## config.mk

```make
export PLATFORM = sky130hd
export DESIGN_NAME = irq_vec_arbiter
export DESIGN_NICKNAME = d
export VERILOG_FILES = /design/src/rtl/irq_arb_pkg.sv /design/src/rtl/irq_mask_pick.sv /design/src/rtl/irq_fixed_tier.sv /design/src/rtl/irq_take_reg.sv /design/src/rtl/irq_vec_arbiter.sv
export SDC_FILE = /design/constraint.sdc
export NUM_CORES = 1
export LEC_CHECK = 0
export ABC_AREA = 1
export BUFFER_PORTS_ARGS = -buffer_cell sky130_fd_sc_hd__buf_2
export CORE_MARGIN = 1.5
export CORE_UTILIZATION = 45
export CTS_CLUSTER_SIZE = 40
export DETAILED_ROUTE_END_ITERATION = 8
export PLACE_DENSITY = 0.8
export SLEW_MARGIN = 0
export SYNTH_ARGS = -nofsm -noshare
export SYNTH_HDL_FRONTEND = slang
export SYNTH_SLANG_ARGS = --single-unit
```

## constraint.sdc

```tcl
create_clock -name clk -period 26.6 [get_ports clk]
set_input_delay 5.32 -clock clk [delete_from_list [all_inputs] [get_ports clk]]
set_output_delay 5.32 -clock clk [all_outputs]
set_load 0.005 [all_outputs]
```

## src/rtl/irq_arb_pkg.sv

```systemverilog
package irq_arb_pkg;

    localparam int LVL_W = 3;
    localparam int IDX_W = 6;
    localparam int NFIX  = 5;

    // fixed acknowledge bit positions
    localparam int FA_RESET = 0;
    localparam int FA_DEBUG = 1;
    localparam int FA_WDT   = 2;
    localparam int FA_ZDIV  = 3;
    localparam int FA_BRK   = 4;

    typedef enum logic [2:0] {
        K_NONE,
        K_RESET,
        K_DEBUG,
        K_WDT,
        K_ZDIV,
        K_BRK,
        K_MASK
    } kind_e;

    typedef struct packed {
        kind_e             kind;
        logic [IDX_W-1:0]  idx;
        logic [LVL_W-1:0]  lvl;
    } pick_t;

    localparam pick_t PICK_NONE = '{kind: K_NONE, idx: '0, lvl: '0};

    function automatic logic [15:0] vec_low(input pick_t p, input logic [15:0] mask_top);
        case (p.kind)
            K_RESET: return 16'hFFFE;
            K_ZDIV:  return 16'hFFFC;
            K_BRK:   return 16'hFFFA;
            K_DEBUG: return 16'hFFF8;
            K_WDT:   return 16'hFFF6;
            K_MASK:  return 16'(mask_top - 16'({p.idx, 1'b0}));
            default: return 16'h0000;
        endcase
    endfunction

    function automatic logic [NFIX-1:0] fix_onehot(input kind_e k);
        logic [NFIX-1:0] r;
        r = '0;
        case (k)
            K_RESET: r[FA_RESET] = 1'b1;
            K_DEBUG: r[FA_DEBUG] = 1'b1;
            K_WDT:   r[FA_WDT]   = 1'b1;
            K_ZDIV:  r[FA_ZDIV]  = 1'b1;
            K_BRK:   r[FA_BRK]   = 1'b1;
            default: r = '0;
        endcase
        return r;
    endfunction

endpackage

```

## src/rtl/irq_mask_pick.sv

```systemverilog
module irq_mask_pick
    import irq_arb_pkg::*;
#(
    parameter int N_SRC = 16
) (
    input  logic [N_SRC-1:0]       req,
    input  logic [N_SRC*LVL_W-1:0] lvl,
    input  logic [LVL_W-1:0]       ipl,
    input  logic                   dis,
    output pick_t                  pick
);

    logic [N_SRC-1:0] elig;

    for (genvar g = 0; g < N_SRC; g++) begin : g_elig
        assign elig[g] = req[g] && !dis && (lvl[g*LVL_W +: LVL_W] > ipl);
    end

    // ascending scan, strict compare: the lowest index keeps a tie
    always_comb begin
        pick = PICK_NONE;
        for (int i = 0; i < N_SRC; i++) begin
            if (elig[i] && (pick.kind == K_NONE || lvl[i*LVL_W +: LVL_W] > pick.lvl)) begin
                pick.kind = K_MASK;
                pick.idx  = IDX_W'(i);
                pick.lvl  = lvl[i*LVL_W +: LVL_W];
            end
        end
    end

endmodule

```

## src/rtl/irq_fixed_tier.sv

```systemverilog
module irq_fixed_tier
    import irq_arb_pkg::*;
(
    input  logic  rst_req,
    input  logic  dbg_req,
    input  logic  wdt_req,
    input  logic  zdiv_req,
    input  logic  brk_req,
    input  pick_t mask_pick,
    output pick_t win
);

    always_comb begin
        win = PICK_NONE;
        if (rst_req)       win.kind = K_RESET;
        else if (dbg_req)  win.kind = K_DEBUG;
        else if (wdt_req)  win.kind = K_WDT;
        else if (zdiv_req) win.kind = K_ZDIV;
        else if (brk_req)  win.kind = K_BRK;
        else               win = mask_pick;
    end

endmodule

```

## src/rtl/irq_take_reg.sv

```systemverilog
module irq_take_reg
    import irq_arb_pkg::*;
#(
    parameter int          N_SRC    = 16,
    parameter logic [15:0] MASK_TOP = 16'hFFF4,
    parameter logic [7:0]  BANK     = 8'h00
) (
    input  logic             clk,
    input  logic             rst,
    input  logic             take_en,
    input  pick_t            win,
    output logic             take,
    output logic [23:0]      vec_addr,
    output logic [N_SRC-1:0] mask_ack,
    output logic [NFIX-1:0]  fix_ack
);

    logic go;
    assign go = take_en && !take && (win.kind != K_NONE);

    always_ff @(posedge clk) begin
        if (rst) begin
            take     <= 1'b0;
            vec_addr <= '0;
            mask_ack <= '0;
            fix_ack  <= '0;
        end else begin
            take     <= go;
            mask_ack <= '0;
            fix_ack  <= '0;
            if (go) begin
                vec_addr <= {BANK, vec_low(win, MASK_TOP)};
                if (win.kind == K_MASK) mask_ack <= N_SRC'(1) << win.idx;
                else                    fix_ack  <= fix_onehot(win.kind);
            end
        end
    end

    p_ack_onehot_r7: assert property (@(posedge clk) disable iff (rst)
        $onehot0({mask_ack, fix_ack}));
    p_ack_with_take_r7: assert property (@(posedge clk) disable iff (rst)
        take == ($countones({mask_ack, fix_ack}) == 1));
    p_no_double_take_r6: assert property (@(posedge clk) disable iff (rst)
        take |=> !take);
    p_vec_hold_r9: assert property (@(posedge clk) disable iff (rst)
        !take |-> $stable(vec_addr));
    p_vec_shape_r5: assert property (@(posedge clk) disable iff (rst)
        take |-> (vec_addr[23:16] == BANK && !vec_addr[0]));

endmodule

```

## src/rtl/irq_vec_arbiter.sv

```systemverilog
module irq_vec_arbiter
    import irq_arb_pkg::*;
#(
    parameter int          N_SRC    = 16,
    parameter logic [15:0] MASK_TOP = 16'hFFF4,
    parameter logic [7:0]  BANK     = 8'h00
) (
    input  logic                   clk,
    input  logic                   rst,
    input  logic                   take_en,
    input  logic                   irq_dis,
    input  logic [LVL_W-1:0]       cur_ipl,
    input  logic                   rst_req,
    input  logic                   dbg_req,
    input  logic                   wdt_req,
    input  logic                   zdiv_req,
    input  logic                   brk_req,
    input  logic [N_SRC-1:0]       mask_req,
    input  logic [N_SRC*LVL_W-1:0] mask_lvl,
    output logic                   take,
    output logic [23:0]            vec_addr,
    output logic [N_SRC-1:0]       mask_ack,
    output logic [NFIX-1:0]        fix_ack
);

    pick_t m_pick;
    pick_t f_win;

    irq_mask_pick #(.N_SRC(N_SRC)) u_mask (
        .req  (mask_req),
        .lvl  (mask_lvl),
        .ipl  (cur_ipl),
        .dis  (irq_dis),
        .pick (m_pick)
    );

    irq_fixed_tier u_fixed (
        .rst_req   (rst_req),
        .dbg_req   (dbg_req),
        .wdt_req   (wdt_req),
        .zdiv_req  (zdiv_req),
        .brk_req   (brk_req),
        .mask_pick (m_pick),
        .win       (f_win)
    );

    irq_take_reg #(.N_SRC(N_SRC), .MASK_TOP(MASK_TOP), .BANK(BANK)) u_reg (
        .clk      (clk),
        .rst      (rst),
        .take_en  (take_en),
        .win      (f_win),
        .take     (take),
        .vec_addr (vec_addr),
        .mask_ack (mask_ack),
        .fix_ack  (fix_ack)
    );

    p_dis_blocks_mask_r3: assert property (@(posedge clk) disable iff (rst)
        irq_dis |=> (mask_ack == '0));
    p_reset_wins_r2: assert property (@(posedge clk) disable iff (rst)
        (take_en && !take && rst_req) |=> (take && vec_addr[15:0] == 16'hFFFE && fix_ack[FA_RESET]));
    p_no_take_when_off_r8: assert property (@(posedge clk) disable iff (rst)
        !take_en |=> !take);

endmodule

```

# Yosys cells after proc, flatten, opt, wreduce, memory -nomap -nowiden

Index checks and enable logic that the tools add are counted.

Word-level logic and storage cells: 161
Bits in registers: 38
Input port bits: 76

Shift-type cells: 1
Bitwise operators: 2
Multiplexer cells: 32
Reductions and logical operators: 84
$add $sub $neg: 1
Equal/unequal tests: 6
Order comparisons: 31

Operators by type and width:

| cell                                                                | count |
|---|---|
| 12-bit 2-to-1 mux                                                   | 16 |
| 16-bit one-hot mux with 6 select lines                              | 1 |
| 3-bit > comparator                                                  | 31 |
| 1-bit logical AND                                                   | 49 |
| 3-bit zero test                                                     | 15 |
| 9-bit 2-to-1 mux                                                    | 5 |
| 1-bit by 6-bit left shift with 16-bit output (first input constant) | 1 |
| 1-bit logical OR                                                    | 15 |
| 3-bit 2-to-1 mux                                                    | 5 |
| 3-bit == test (second input constant)                               | 3 |
| 5-bit by 8-bit subtractor with 9-bit output (first input constant)  | 1 |
| 3-bit by 2-bit == test with 1-bit output (second input constant)    | 2 |
| 3-bit OR reduction                                                  | 2 |
| 1-bit 2-to-1 mux                                                    | 5 |
| 3-bit by 1-bit == test with 1-bit output (second input constant)    | 1 |
| 3-bit nonzero test                                                  | 1 |
| 1-bit zero test                                                     | 2 |
| 1-bit inverter                                                      | 2 |

# Logic depth before layout (Yosys ltp)

Depth in word-level cells: 73
Depth in mapped cells: 152
Mapped depth without buffers: 152

# Modules after synthesis

A second synthesis with hierarchy kept.

Cells, all modules: 748
Area total of the unflattened synthesis: 4,750.8 um2

Modules (own cells, without submodules):

| module         | area each (um2) | cells each | sequential area each (um2) | times used |
|---|---|---|---|---|
| irq_mask_pick  | 3,339.5         | 557        | 0.0                        | 1 |
| irq_take_reg   | 1,252.5         | 158        | 600.6                      | 1 |
| irq_fixed_tier | 158.9           | 33         | 0.0                        | 1 |

# Worst setup path after synthesis

Ideal clock, no wire load.

Path kind: input -> register
From: input cur_ipl[2]
To: register u_reg.vec_addr[3]
Stages: 144
Path buffers: 0
Data arrival time: 20.727 ns
Setup slack: 5.748 ns
Cells stage by stage: inv_1 -> ha_1 -> nand3_1 -> nand2_2 -> nor2_1 -> nand2_1 -> ha_1 -> a21oi_1 -> nand2_1 -> nand2_1 -> nand2_1 -> nand2_2 -> nand2_1 -> o21ai_0 -> ha_1 -> a21oi_1 -> o21ai_0 -> nand2_1 -> [108 not listed] -> nand2_1 -> nand2_1 -> nand2_1 -> o21ai_0 -> ha_1 -> a31oi_1 -> a32oi_1 -> o21bai_1 -> nand2_1 -> inv_1 -> nand2_1 -> nand2_1 -> inv_1 -> ha_1 -> ha_1 -> nor2_1 -> o31ai_1 -> a21oi_1

Cells in the longest elaborated chain, start to end: 70
Elaborated cells on any way between the ends: 128
Classes of those cells: 1 x add/sub; 31 x order compare; 6 x eq/ne; 27 x mux; 63 x reduce/logical

RTL lines:

| item                                                                        | RTL line                              | text |
|---|---|---|
| start: declaration                                                          | irq_vec_arbiter.sv:12                 | `input logic [LVL_W-1:0] cur_ipl,` |
| 3-bit > comparator                                                          | irq_mask_pick.sv:16                   | `assign elig[g] = req[g] && !dis && (lvl[g*LVL_W +: LVL_W] > ipl);` |
| 1-bit logical AND                                                           | irq_mask_pick.sv:16                   |  |
| 12-bit 2-to-1 mux                                                           | irq_mask_pick.sv:23                   | `if (elig[i] && (pick.kind == K_NONE \|\| lvl[i*LVL_W +: LVL_W] > pick.lvl)) begin` |
| 3-bit > comparator or 3-bit zero test (tied branches)                       | irq_mask_pick.sv:23                   |  |
| 1-bit logical OR                                                            | irq_mask_pick.sv:23                   |  |
| 1-bit logical AND                                                           | irq_mask_pick.sv:23                   |  |
| 12-bit 2-to-1 mux                                                           | irq_mask_pick.sv:23                   |  |
| 3-bit > comparator or 3-bit zero test (tied branches)                       | irq_mask_pick.sv:23                   |  |
| [54 not listed]                                                             | --                                    |  |
| 12-bit 2-to-1 mux *                                                         | irq_mask_pick.sv:23                   |  |
| 9-bit 2-to-1 mux or 3-bit 2-to-1 mux (tied branches)                        | irq_fixed_tier.sv:19                  | `else if (brk_req) win.kind = K_BRK;` |
| 9-bit 2-to-1 mux or 3-bit 2-to-1 mux (tied branches)                        | irq_fixed_tier.sv:18                  | `else if (zdiv_req) win.kind = K_ZDIV;` |
| 9-bit 2-to-1 mux or 3-bit 2-to-1 mux (tied branches)                        | irq_fixed_tier.sv:17                  | `else if (wdt_req) win.kind = K_WDT;` |
| 9-bit 2-to-1 mux or 3-bit 2-to-1 mux (tied branches)                        | irq_fixed_tier.sv:16                  | `else if (dbg_req) win.kind = K_DEBUG;` |
| 9-bit 2-to-1 mux or 3-bit 2-to-1 mux (tied branches)                        | irq_fixed_tier.sv:15                  | `if (rst_req) win.kind = K_RESET;` |
| 5-bit by 8-bit subtractor with 9-bit output (tied with other cells)         | irq_arb_pkg.sv:39                     | `K_MASK: return 16'(mask_top - 16'({p.idx, 1'b0}));` |
| 16-bit one-hot mux with 6 select lines or 1-bit logical AND (tied branches) | irq_arb_pkg.sv:33, irq_take_reg.sv:19 |  |
| end signal: assignment                                                      | irq_take_reg.sv:32                    | `vec_addr <= {BANK, vec_low(win, MASK_TOP)};` |
| end: declaration                                                            | irq_take_reg.sv:13                    | `output logic [23:0] vec_addr,` |

Mark *: on every way between the ends. The rest lies on a longest branch, timed or not.
A chain may end at the register's enable or synchronous reset.

# Worst setup path in the final report

Ends and elaborated chain as after synthesis.

==> results.md <==
* Initial antenna violation count at 1
* Max Cap Violations at 0
* DP HPWL at just under 9 mm
* Seq/Total Area, Yosys at approximately an eighth
* Critical Path Fanout Max at 16
* Crit Path Category: input port to flop
* Drt initial violations at ~140
* Slowest-stage cell, CP: ha_1
* Setup TNS at 0 ns
* Clk_skew at ~0.0039 ns
* XOR/XNOR Fraction of Synth Area at 0%
* Hold Vio Cnt, Final at 0
* Die width at about 100 um
* R2R setup slack at between 20 and 30 ns
* Main combinational cell family by area after synthesis: simple AND/OR/NAND/NOR gates
* Comb pwr share at slightly below 70%
* Number of global-route vias before repair at about 4100
* Nets at 968
* Yosys cell types at 31
* Worst hold margin at around 0.47 ns
* Clock Pin Slew Worst Setup and Hold Paths at 0.08 ns
* Die footprint at a little over 0.01 mm2
* Worst r2r path cells at 7
* Kind of end point of the critical path: flop
* GRT overflow at 0
* Largest net degree at the start of global routing at 17
* Cts hold-fix bufs at 0
* Commonest non-fill, non-tap cell in the layout: nand2_1
* Area growth syn-to-layout at 15.2%
* Syn Std Cell Area at around 0.0044 mm2
* Mux cell area share after synthesis at 0%
* Drt total wl at 10.2 mm
* Die Ht at between 100 and 150 um
* Clock power frac at about a tenth
* PwrDens at 40.9 mW/mm2
* Num ports at between 100 and 150
* Slew margin rel. at 52.7%
* RR Endpoint: u_reg.mask_ack[8]$_SDFF_PP0_
* CTS resizes at 0
* Sw power at between 90 and 100 uW
* CTS Sinks at 28
* Slew @ Worst Pin at a little over 0.7 ns
* Hold Crit Start: u_reg.vec_addr[2]$_SDFFE_PP0P_
* Arrival @ worst endpoint at 22.65 ns
* Worst min-delay path class: flop to flop
* Post-synthesis adder-cell area fraction at between 20% and 30%
* Htree depth at 1
* Antenna viol nets, final at 0
* Num CTS Buffers at 3
* Peak supply drop at around 17 uV
* Reg-to-Reg Start: u_reg.take$_SDFF_PP0_
* Final Wtd Congestion at about 0.87
* Clock root buffer: clkbuf_8
* Post-synthesis simple-gate area fraction at a little under two fifths
* Clock Latency Late Sink at between 0.2 and 0.3 ns
* Final routed DRC violation total at 0
* Flop pwr share at between 20% and 30%
* Per-cell routed wire length at between 10 and 15 um
* Core footprint at around 0.0094 mm2
* Via/cell ratio at roughly 4.9
* Cells after Synth at 692
* DR pass1 iterations at 5
* Via count at 4574
* Leakage at around 0.0030 uW
* Critical Path Most Common Cell: nand2_1
* Initial Util at a little under half
* Final cell area excluding filler cells at ~0.005 mm2
* RSZ-0062 raised after global routing: false
* Outcome: finished, final reports clean
* Most frequent cells in the layout: nand2_1 (159), buf_2 (112), inv_1 (93), ha_1 (92)
* First-pass GRT wire length at around 17 mm
* Area after DPL at approximately 0.005 mm2
* WHS Path Cells at 2
* CTS tree: done
* Total track usage at around 20%
* Max Slew Vio Count at 0
* ANT cells at 0
* Avg Inst Size Synth at approximately 6.4 um2
* Endpoints failing setup at 0
* Max Fclk at about 44 MHz
* FP Rows at 35
* #FFs+latches synth at 28
* Compound-Gate Fraction of Synth Area at 11.8%
* Post-CTS Setup Bufs at 0
* Crit path time final at about 22 ns
* Share of layout cells above drive strength 1 at around a fifth
* P_int at about 110 uW
* Worst Hold Path EP: u_reg.vec_addr[2]$_SDFFE_PP0P_
* Critical path required time at 26.76 ns
* Switching Fraction at between 40% and 50%
* CP Launch Type: input port
* Syn. warnings at 0
* Critical path's largest stage delay at ~0.34 ns
* Max Root-Sink Buffers at 2
* Ratio of final minimum period to clock period at around 85%
* Port-buffer cells at about 110
## state kept, by name, indices dropped and copies added, names as in the netlist
name and flops:
u_reg.vec_addr 6, u_reg.mask_ack 16, u_reg.take 1, u_reg.fix_ack 5
## synthesized netlist by cell type
cell type / count / area [um2]
nand2_2: 27 / 169
dfxtp_1: 28 / 561
buf_4: 18 / 135
ha_1: 92 / 1150
or2_2: 1 / 6.26
or2_1: 1 / 6.26
conb_1: 1 / 3.75
o21bai_1: 1 / 7.51
a32oi_1: 2 / 17.5
nor2_1: 62 / 233
a31oi_1: 3 / 18.8
nand3_2: 2 / 20.0
a21oi_1: 27 / 135
o31ai_1: 1 / 7.51
nand2_1: 159 / 597
o21a_1: 3 / 22.5
nand3b_1: 4 / 30.0
o21ai_1: 1 / 5.00
and2_1: 1 / 6.26
nand2_4: 6 / 67.6
nand3_1: 62 / 310
a311oi_1: 3 / 26.3
clkbuf_1: 1 / 3.75
o22ai_1: 1 / 6.26
nand4_1: 25 / 156
o21ai_0: 48 / 240
a211oi_1: 4 / 30.0
inv_2: 10 / 37.5
nand3_4: 1 / 17.5
inv_1: 93 / 349
nor3_1: 4 / 20.0
## layout make-up
cell class              count  area (um2)
repair buffers            114         576
multi-input cells         550        3340
inverters                 103         387
flip-flops and latches     28         561
fillers                   956        4310
clock buffers               3        41.3
well taps                 129         161
## per-layer routing
| layer | part of all wire, % | global-route usage, % | up-vias |
|---|---|---|---|
| met4 | 1.1 | 3.37 | 0 |
| met5 | 0 | 0 | - |
| met3 | 5.5 | 3.21 | 13 |
| li1 | - | - | 2500 |
| met1 | 48 | 26.0 | 1949 |
| met2 | 45 | 34.8 | 112 |
## per-stage QoR
step	cells	power [uW]	util, %	setup WS [ns]
final	927	207	54.1	4.11
after global placement	924	183	53.6	4.29
after detailed placement	924	186	53.6	3.84
after floorplan	700	157	-	5.75
after CTS	927	209	54.1	4.10
after global routing	927	235	54.1	1.68
## logic make-up after synthesis
logic type | count (synthesis)
compound gates | 94
fa+ha+maj | 92
buf+inv | 122
flops | 28
other cells | 1
simple gates | 355
## power groups by stage
stage | sequential [uW] | combinational [uW] | clock (uW)
floorplan | 44.7 | 112 | 0
global placement | 44.6 | 139 | 0
detailed placement | 44.6 | 142 | 0
CTS | 43.6 | 142 | 22.8
global route | 43.8 | 167 | 24.4
finish | 43.6 | 142 | 21.8
## how the worst max path moves through the flow
stage,start,to,slack [ns]
after floorplan,cur_ipl[2],u_reg.vec_addr[3]$_SDFFE_PP0P_,5.75
after global placement,cur_ipl[2],u_reg.vec_addr[3]$_SDFFE_PP0P_,4.29
after detailed placement,cur_ipl[2],u_reg.vec_addr[3]$_SDFFE_PP0P_,3.84
after CTS,cur_ipl[2],u_reg.vec_addr[3]$_SDFFE_PP0P_,4.10
after global routing,cur_ipl[2],u_reg.vec_addr[3]$_SDFFE_PP0P_,1.68
final,cur_ipl[2],u_reg.vec_addr[3]$_SDFFE_PP0P_,4.11
## worst max-delay path, delay by kind of cell
family | cells | cell delay (ns)
buf+inv | 14 | 0.94
compound gates | 28 | 4.37
simple gates | 81 | 6.49
fa+ha+maj | 18 | 5.48
No activity file was read; power rests on OpenSTA's default activity.
